<file path="src/rtl/busrst_pkg.sv">
package busrst_pkg;
  typedef enum logic {SEQ_IDLE, SEQ_BEAT} seqState_t;

  typedef struct packed {
    logic start;
    logic burst;
    logic advance;
    logic freeze;
  } seqStrobe_t;
endpackage

</file>
<file path="src/rtl/busrst_sync.sv">
module busrst_sync #(
  parameter int STAGES = 2,
  parameter bit RST_VAL = 1'b0
) (
  input  logic clk,
  input  logic clr,
  input  logic d,
  output logic q
);
  logic [STAGES-1:0] chain;

  always_ff @(posedge clk or posedge clr) begin
    if (clr) chain <= {STAGES{RST_VAL}};
    else     chain <= {chain[STAGES-2:0], d};
  end

  assign q = chain[STAGES-1];
endmodule

</file>
<file path="src/rtl/busrst_ctrl.sv">
module busrst_ctrl
  import busrst_pkg::*;
#(
  parameter int BEATS = 4,
  localparam int BEAT_W = $clog2(BEATS)
) (
  input  logic              clk,
  input  logic              rst,
  input  logic              reqValid,
  input  logic              reqBurst,
  input  logic              manRst,
  input  logic              extRelReq,
  input  logic [BEAT_W-1:0] beatCnt,
  input  logic              burstFlag,
  output seqStrobe_t        strobe,
  output logic              cycleOn,
  output logic              relHeld
);
  localparam logic [BEAT_W-1:0] LAST_BEAT = BEAT_W'(BEATS - 1);

  seqState_t state;
  logic isIdle, startCycle, endCycle;

  assign isIdle     = (state == SEQ_IDLE);
  assign startCycle = isIdle && reqValid && !manRst && !extRelReq && !relHeld;
  assign endCycle   = (state == SEQ_BEAT) &&
                      (!burstFlag || (beatCnt == LAST_BEAT) || manRst);

  always_ff @(posedge clk or posedge rst) begin
    if (rst) state <= SEQ_IDLE;
    else if (startCycle) state <= SEQ_BEAT;
    else if (endCycle) state <= SEQ_IDLE;
  end

  // Release flag keeps following the requester through a power-on reset.
  always_ff @(posedge clk) begin
    relHeld <= extRelReq && (relHeld || isIdle);
  end

  always_comb begin
    strobe.start   = startCycle;
    strobe.burst   = reqBurst;
    strobe.advance = (state == SEQ_BEAT) && !endCycle;
    strobe.freeze  = manRst;
  end

  assign cycleOn = (state == SEQ_BEAT);

  p_beat_step_r4: assert property (@(posedge clk) disable iff (rst)
    (state == SEQ_BEAT && $past(state == SEQ_BEAT)) |-> beatCnt == $past(beatCnt) + 1'b1);

  p_cancel_r5: assert property (@(posedge clk) disable iff (rst)
    (state == SEQ_BEAT && manRst) |=> state == SEQ_IDLE);

  p_no_start_r6: assert property (@(posedge clk) disable iff (rst)
    (isIdle && manRst) |=> state == SEQ_IDLE);

  p_rel_block_r9: assert property (@(posedge clk) disable iff (rst)
    (isIdle && (relHeld || extRelReq)) |=> state == SEQ_IDLE);
endmodule

</file>
<file path="src/rtl/busrst_dpath.sv">
module busrst_dpath
  import busrst_pkg::*;
#(
  parameter int BEATS = 4,
  parameter int CNT_W = 10,
  parameter int unsigned CMP_RST = 500,
  localparam int BEAT_W = $clog2(BEATS)
) (
  input  logic              clk,
  input  logic              rst,
  input  seqStrobe_t        strobe,
  input  logic              cfgWe,
  input  logic              cfgRefEn,
  input  logic [CNT_W-1:0]  cfgCmp,
  input  logic              refAck,
  output logic [BEAT_W-1:0] beatCnt,
  output logic              burstFlag,
  output logic              refReq
);
  logic             refEnReg;
  logic [CNT_W-1:0] cmpReg;
  logic [CNT_W-1:0] refCnt;
  logic             refPend;
  logic             cntEn, cntMatch;

  always_ff @(posedge clk or posedge rst) begin
    if (rst) begin
      refEnReg <= 1'b0;
      cmpReg   <= CNT_W'(CMP_RST);
    end else if (cfgWe) begin
      refEnReg <= cfgRefEn;
      cmpReg   <= cfgCmp;
    end
  end

  always_ff @(posedge clk or posedge rst) begin
    if (rst) begin
      beatCnt   <= '0;
      burstFlag <= 1'b0;
    end else if (strobe.start) begin
      beatCnt   <= '0;
      burstFlag <= strobe.burst;
    end else if (strobe.advance) begin
      beatCnt   <= beatCnt + 1'b1;
    end
  end

  assign cntEn    = refEnReg && !strobe.freeze;
  assign cntMatch = (refCnt == cmpReg);

  always_ff @(posedge clk or posedge rst) begin
    if (rst) begin
      refCnt  <= '0;
      refPend <= 1'b0;
    end else begin
      if (cntEn) refCnt <= cntMatch ? '0 : refCnt + 1'b1;
      refPend <= (cntEn && cntMatch) || (refPend && !refAck);
    end
  end

  assign refReq = refPend && !strobe.freeze;

  p_keep_cfg_r3: assert property (@(posedge clk) disable iff (rst)
    !cfgWe |=> ($stable(cmpReg) && $stable(refEnReg)));

  p_sticky_r7: assert property (@(posedge clk) disable iff (rst)
    (refPend && !refAck) |=> refPend);

  p_freeze_r8: assert property (@(posedge clk) disable iff (rst)
    strobe.freeze |=> $stable(refCnt));
endmodule

</file>
<file path="src/rtl/busResetSeq.sv">
module busResetSeq
  import busrst_pkg::*;
#(
  parameter int BEATS = 4,
  parameter int CNT_W = 10,
  parameter int unsigned CMP_RST = 500,
  parameter int SYNC_STAGES = 2,
  localparam int BEAT_W = $clog2(BEATS)
) (
  input  logic              clk,
  input  logic              porRstIn,
  input  logic              manRstIn,
  input  logic              slaveMode,
  input  logic              cfgWe,
  input  logic              cfgRefEn,
  input  logic [CNT_W-1:0]  cfgCmp,
  input  logic              reqValid,
  input  logic              reqBurst,
  input  logic              refAck,
  input  logic              extRelReq,
  output logic              busStrobe,
  output logic              burstStrobe,
  output logic [BEAT_W-1:0] beatNum,
  output logic              drvEn,
  output logic              refReq,
  output logic              relGrant
);
  logic porActive, manRst, cycleOn, relHeld, burstFlag;
  logic [BEAT_W-1:0] beatCnt;
  seqStrobe_t strobe;

  busrst_sync #(.STAGES(SYNC_STAGES), .RST_VAL(1'b1)) porSync_i (
    .clk(clk), .clr(porRstIn), .d(1'b0), .q(porActive));

  busrst_sync #(.STAGES(SYNC_STAGES), .RST_VAL(1'b0)) manSync_i (
    .clk(clk), .clr(porActive), .d(manRstIn), .q(manRst));

  busrst_ctrl #(.BEATS(BEATS)) ctrl_i (
    .clk(clk), .rst(porActive), .reqValid(reqValid), .reqBurst(reqBurst),
    .manRst(manRst), .extRelReq(extRelReq), .beatCnt(beatCnt),
    .burstFlag(burstFlag), .strobe(strobe), .cycleOn(cycleOn), .relHeld(relHeld));

  busrst_dpath #(.BEATS(BEATS), .CNT_W(CNT_W), .CMP_RST(CMP_RST)) dpath_i (
    .clk(clk), .rst(porActive), .strobe(strobe), .cfgWe(cfgWe),
    .cfgRefEn(cfgRefEn), .cfgCmp(cfgCmp), .refAck(refAck),
    .beatCnt(beatCnt), .burstFlag(burstFlag), .refReq(refReq));

  assign busStrobe   = cycleOn;
  assign burstStrobe = cycleOn && burstFlag;
  assign beatNum     = beatCnt;
  assign drvEn       = !relHeld && !(porActive && slaveMode);
  assign relGrant    = relHeld && !porActive;

  always @(negedge clk) begin
    if (porActive) begin
      p_por_quiet_r1: assert (!busStrobe && !burstStrobe && !refReq);
      p_grant_off_r10: assert (!relGrant);
      if (slaveMode) begin
        p_drv_off_r2: assert (!drvEn);
      end
    end
  end
endmodule

</file>
<file path="config.mk">
export PLATFORM = sky130hd
export DESIGN_NAME = busResetSeq
export DESIGN_NICKNAME = d
export VERILOG_FILES = /design/src/rtl/busrst_pkg.sv /design/src/rtl/busrst_sync.sv /design/src/rtl/busrst_ctrl.sv /design/src/rtl/busrst_dpath.sv /design/src/rtl/busResetSeq.sv
export SDC_FILE = /design/constraint.sdc
export NUM_CORES = 1
export LEC_CHECK = 0
export ABC_AREA = 1
export BUFFER_PORTS_ARGS = -buffer_cell sky130_fd_sc_hd__buf_2
export CORE_MARGIN = 2
export CORE_UTILIZATION = 40
export DETAILED_ROUTE_END_ITERATION = 8
export SYNTH_ARGS = -nofsm -noshare
export SYNTH_HDL_FRONTEND = slang
export SYNTH_SLANG_ARGS = --single-unit
</file>
<file path="constraint.sdc">
create_clock -name clk -period 1.2 [get_ports clk]
set_input_delay 0 -clock clk [delete_from_list [all_inputs] [get_ports clk]]
set_output_delay 0 -clock clk [all_outputs]
set_load 0.02 [all_outputs]
</file>
# Yosys cells after proc, flatten, opt, wreduce, memory -nomap -nowiden
# Cells that the tools add are included.
classes:
  add_sub_neg: 2
  n_reduce_logical: 29
  n_bitwise: 1
  n_eq_ne: 2
  mux: 5
ops:
  columns: ["cell", "n"]
  rows:
  - ["$logic_and 1x1->1", 15]
  - ["$add 10x1->10 const B", 1]
  - ["$eq 10x10->1", 1]
  - ["$mux 10", 1]
  - ["$logic_not 1->1", 8]
  - ["$logic_or 1x1->1", 4]
  - ["$mux 2", 2]
  - ["$reduce_bool 2->1", 2]
  - ["$add 2x1->2 const B", 1]
  - ["$eq 2x2->1 const B", 1]
  - ["$mux 1", 2]
  - ["$not 1->1", 1]
word_totals:
  reg_bits: 31
  out_inout_bits: 7

# Depth between registers and ports, before layout
logic_depth:
  ltp_word: 8
  ltp_mapped: 9
  ltp_nobuf: 9

# Modules after synthesis
# From an unflattened synthesis, not the netlist that was laid out.
hier_totals:
  hier_cells: 216
  area_unflattened_um2: 1651.6
modules_own_cells:
  columns: ["mod", "n_inst", "seq_area_each_um2", "area_each_um2", "cells_each"]
  rows:
  - ["busrst_dpath", 1, 633.1, 1386.3, 184]
  - ["busrst_ctrl", 1, 45.0, 128.9, 20]
  - ["busrst_sync (porSync_i)", 1, 52.6, 56.3, 3]
  - ["busrst_sync (manSync_i)", 1, 50.0, 53.8, 3]
  - ["busResetSeq", 1, 0.0, 26.3, 6]

# Least setup slack after synthesis
# OpenSTA, ideal clock, no wires.
synth_timing:
  path_kind: "reg2reg"
  start: "reg dpath_i.cmpReg[6]"
  end: "reg dpath_i.refCnt[2]"
  path_slack_ns: -0.038
  path_stages_with_launch: 10
  synth_period_minus_slack_ns: 1.238
  n_path_buf: 0
  arrival_ns: 1.125
  required_time_ns: 1.087
  setup_time_ns: 0.113
  path_cell_list: "dfstp_2 > inv_1 > nand2_1 > nand2_1 > nor2_2 > nand2_2 > nor2_4 > nand3_4 > nand2_1 > inv_1"
synth_between:
  elab_chain_cells: 2
synth_lines:
  columns: ["item", "line", "rtl"]
  rows:
  - ["start, declared", "busrst_dpath.sv:21", "logic [CNT_W-1:0] cmpReg;"]
  - ["start signal, assigned", "busrst_dpath.sv:29", "cmpReg <= CNT_W'(CMP_RST);"]
  - ["start signal, assigned", "busrst_dpath.sv:32", "cmpReg <= cfgCmp;"]
  - ["$eq 10x10->1", "busrst_dpath.sv:49", "assign cntMatch = (refCnt == cmpReg);"]
  - ["$mux 10", "busrst_dpath.sv:56", "if (cntEn) refCnt <= cntMatch ? '0 : refCnt + 1'b1;"]
  - ["end signal, assigned", "busrst_dpath.sv:56", null]
  - ["end, declared", "busrst_dpath.sv:22", "logic [CNT_W-1:0] refCnt;"]
# Every way passes these cells.
# A chain may end at the register's enable or synchronous reset.

# Final worst setup path
layout_timing:
  start: "reg dpath_i.cmpReg[6]"
  end: "reg dpath_i.refCnt[7]"
# The elaborated chain is that of the path after synthesis.

==> summary.md <==
| Metric | Value |
|---|---|
| Avg WL per Cell | 10.3 µm |
| Die W | 68.1 µm |
| Number of synthesis warnings | 0 |
| Number of buffers on the longest clock path | 2 |
| Highest clock frequency the design can meet | 723 MHz |
| Sum of routed wire length over all layers | 3330 µm |
| Share of cells above drive strength 1 | 35.5% |
| DR DRC count | 0 |
| DR vias/cell | 4.42 |
| Final worst path period need | 1380 ps |
| Leakage dissipation | about 1.2 nW |
| Post-Route Skew | roughly 2.0 ps |
| Slew Viols, Final | 0 |
| Status | complete, but fails checks |
| Area overhead of the layout relative to synthesis | 39.0% |
| Initial Utilization | 41.4% |
| Synthesized net count | 228 |
| Top Ports | 27 |
| Worst skew pair latency | 280 ps |
| Critical path class | flip-flop to flip-flop |
| Sum Neg Setup Slack | -1390 ps |
| Data arrival time of the critical path | about 1600 ps |
| Maximum capacitance violations | 0 |
| Synthesized area per cell | 7.98 µm² |
| Crit end category | flip-flop |
| Clock-pin slew of the registers on the worst-case setup and hold paths | 60 ps |
| CP Launch Type | flip-flop |
| Hold Slack | 3.14 ps |
| Chip Height | approximately 70 µm |
| Overall via count from detail_route | between 1000 and 1500 |
| NumNets Final | 294 |
| Launch point of the worst reg-to-reg path | dpath_i.cmpReg[6]$_DFFE_PP1P_ |
| Combined area of all synthesized cells | 1640 µm² |
| Worst slack at placement | -233 ps |
| CTS tree | done |
| Total congestion overflow | 0 |
| Initial antenna violation count | 0 |
| Total global routing track utilization | between 10% and 20% |
| Cells after synthesis | 206 |
| H-tree depth reported by CTS | 2 |
| Power Density | 1410 nW/µm² |
| Crit-path max FO | 8 |
| IR drop worst, VDD | 898 µV |
| Clock root buffer master | sky130_fd_sc_hd__clkbuf_8 |
| Placement Rows | 23 |
| Worst Hold End | ctrl_i.cycleOn$_DFFE_PP0P_ |
| Required time of the worst setup path | 1380 ps |
| First-pass GRT wire length | 5710 µm |
| CTS sink count | 31 |
| Min-delay worst type | primary input to flip-flop |
| Final weighted congestion of routability-driven global placement | 0.759 |
| Crit path setup slack, layout | -182 ps |
| CORE AREA | 3970 µm² |
| Final hold violations | 0 |
| Cells on worst reg2reg path | 9 |
| Failing checks | setup timing |
| Post-synthesis sequential area ratio | 47.5% |
| Count of cell types in the netlist | 26 |
| Via count of the first global-routing pass | 1340 |
| Number of enable-type register cells in the synthesized netlist | 0 |
| Setup repair after global routing missed its margin | yes |
| Register-to-register setup slack | -180 ps |
| Terminus of the critical flop-to-flop path | dpath_i.refCnt[7]$_DFFE_PP0P_ |
| Share of synthesized registers carrying an async set or reset | 96.8% |
| Final cycle utilization of the critical path | 115% |
| 1st-iter DRT viols | 71 |
| Setup-violating endpoint count in the final report | 11 |
| Pin count of the biggest net entering global routing | 29 |
| Antenna diodes | 0 |
| Hold Crit Depth | 3 |
| Die Outline Area | 4640 µm² |
| Startpoint of the tightest hold check path | reqValid |
| Main synth FF type | sky130_fd_sc_hd__dfrtp_1 |
| Input/output buffers | 26 |
| Register bit total from synthesis | 31 |
| ANT nets after route | 0 |
| First-pass iteration count of the detailed router | 4 |
| Number of clock buffers inserted by TritonCTS | 5 |
| Post-detailed-placement half-perimeter wirelength | 2400 µm |
## cells in the mapped netlist (4+ instances only)
cell type | instances | area, µm²
sky130_fd_sc_hd__nand2_1 | 63 | 236
sky130_fd_sc_hd__inv_1 | 36 | 135
sky130_fd_sc_hd__dfrtp_1 | 22 | 551
sky130_fd_sc_hd__o21ai_0 | 13 | 65.1
sky130_fd_sc_hd__nor2_1 | 10 | 37.5
sky130_fd_sc_hd__nand3_1 | 9 | 45.0
sky130_fd_sc_hd__dfstp_2 | 8 | 210
sky130_fd_sc_hd__xor2_1 | 6 | 52.6
sky130_fd_sc_hd__inv_2 | 5 | 18.8
sky130_fd_sc_hd__a21oi_1 | 4 | 20.0
sky130_fd_sc_hd__nor2_4 | 4 | 45.0
sky130_fd_sc_hd__xnor2_1 | 4 | 35.0
## report_power, final
part / internal, mW / switching, mW / total, mW
sequential: 1.22 / 0.173 / 1.39
combinational: 0.441 / 0.495 / 0.936
clock: 0.523 / 0.375 / 0.897
total: 2.18 / 1.04 / 3.22
## registers in the layout (all words and copies together) (netlist names)
signal / cells
ctrl_i.cycleOn: 1
ctrl_i.relHeld: 1
dpath_i.beatCnt: 2
dpath_i.burstFlag: 1
dpath_i.cmpReg: 10
dpath_i.refCnt: 10
dpath_i.refEnReg: 1
dpath_i.refPend: 1
manSync_i.chain: 2
porSync_i.chain: 2
## worst max-delay path, stage by stage (launching register included)
cell,delay (ps)
sky130_fd_sc_hd__dfstp_2,540
sky130_fd_sc_hd__inv_2,30
sky130_fd_sc_hd__nand2_1,40
sky130_fd_sc_hd__nand2_1,60
sky130_fd_sc_hd__nor2_2,150
sky130_fd_sc_hd__nand2_2,80
sky130_fd_sc_hd__nor2_4,100
sky130_fd_sc_hd__nand3_4,140
sky130_fd_sc_hd__nand2_1,110
sky130_fd_sc_hd__inv_1,40
## timing repair
item	4_1_cts	5_1_grt
pin swaps	10	6
buffers inserted	1	1
hold buffers	16	0
setup endpoints to repair	11	14
resized for setup	12	9
endpoints found under the hold margin	17	0
## per-layer routing
layer	GRT usage [%]	routed length, µm
met5	0	0
met4	6.00	55
met3	4.44	111
met2	28.0	1590
met1	21.2	1570
## placed cells by master (no fill, tap or decap)
master	instances
sky130_fd_sc_hd__nand2_1	60
sky130_fd_sc_hd__inv_1	30
sky130_fd_sc_hd__buf_2	26
sky130_fd_sc_hd__dfrtp_1	22
sky130_fd_sc_hd__buf_4	20
sky130_fd_sc_hd__dlygate4sd3_1	16
sky130_fd_sc_hd__inv_2	11
sky130_fd_sc_hd__o21ai_0	10
sky130_fd_sc_hd__dfstp_2	8
sky130_fd_sc_hd__nand3_1	7
sky130_fd_sc_hd__nor2_1	7
sky130_fd_sc_hd__clkbuf_8	7
sky130_fd_sc_hd__nor2_4	6
sky130_fd_sc_hd__xor2_1	6
sky130_fd_sc_hd__nand2_2	5
sky130_fd_sc_hd__xnor2_1	4
sky130_fd_sc_hd__nor2_2	3
sky130_fd_sc_hd__nand3_2	3
sky130_fd_sc_hd__nand4_1	3
sky130_fd_sc_hd__mux2_2	3
sky130_fd_sc_hd__a21oi_1	3
sky130_fd_sc_hd__o21ai_1	3
sky130_fd_sc_hd__ha_1	2
sky130_fd_sc_hd__nand3_4	1
sky130_fd_sc_hd__o21ai_2	1
sky130_fd_sc_hd__nor3_2	1
sky130_fd_sc_hd__a21oi_2	1
sky130_fd_sc_hd__clkbuf_1	1
sky130_fd_sc_hd__dfxtp_1	1
sky130_fd_sc_hd__buf_12	1
sky130_fd_sc_hd__conb_1	1
## per-stage QoR
| stage | cell area (µm²) | util (%) | std cells | power [mW] |
|---|---|---|---|---|
| final | 2290 | 57.6 | 323 | 3.22 |
| after global routing | 2290 | 57.6 | 323 | 3.45 |
| after CTS | 2260 | 56.9 | 322 | 3.23 |
| after detailed placement | 1970 | 49.5 | 297 | 2.24 |
| after global placement | 1970 | 49.5 | 297 | 2.22 |
| after floorplan | 1640 | - | 206 | 1.96 |
## kinds of logic (layout without fill, tap and decap cells)
kind of cell	after synthesis	in the layout	share of synthesized area [%]
buffers and inverters	45	112	10.9
DFF	31	31	47.5
xor gates and xnor gates	10	10	5.33
adders and majority gates	2	2	1.52
other	1	1	0.228
muxes	3	3	2.05
AOI/OAI and AO/OA	18	18	5.71
and+or+nand+nor	96	96	26.8
## how the worst max path moves through the flow
stage	end	slack, ps	start	cells after the start
floorplan	dpath_i.refCnt[2]$_DFFE_PP0P_	-40	dpath_i.cmpReg[7]$_DFFE_PP1P_	9
detailed placement	dpath_i.refCnt[5]$_DFFE_PP0P_	-230	dpath_i.cmpReg[2]$_DFFE_PP1P_	9
global placement	dpath_i.refCnt[8]$_DFFE_PP0P_	-220	dpath_i.cmpReg[2]$_DFFE_PP1P_	9
global route	dpath_i.refCnt[8]$_DFFE_PP0P_	-290	dpath_i.cmpReg[6]$_DFFE_PP1P_	9
finish	dpath_i.refCnt[7]$_DFFE_PP0P_	-180	dpath_i.cmpReg[6]$_DFFE_PP1P_	9
CTS	dpath_i.refCnt[3]$_DFFE_PP0P_	-170	dpath_i.cmpReg[7]$_DFFE_PP1P_	9
## layout make-up
cell class              instances  area (µm²)
fillers                       380        1690
flip-flops and latches         31         781
multi-input cells             130         728
repair buffers                 63         460
inverters                      41         154
clock buffers                   8         100
well taps                      50        62.6
Power figures use the tool's default switching activity.
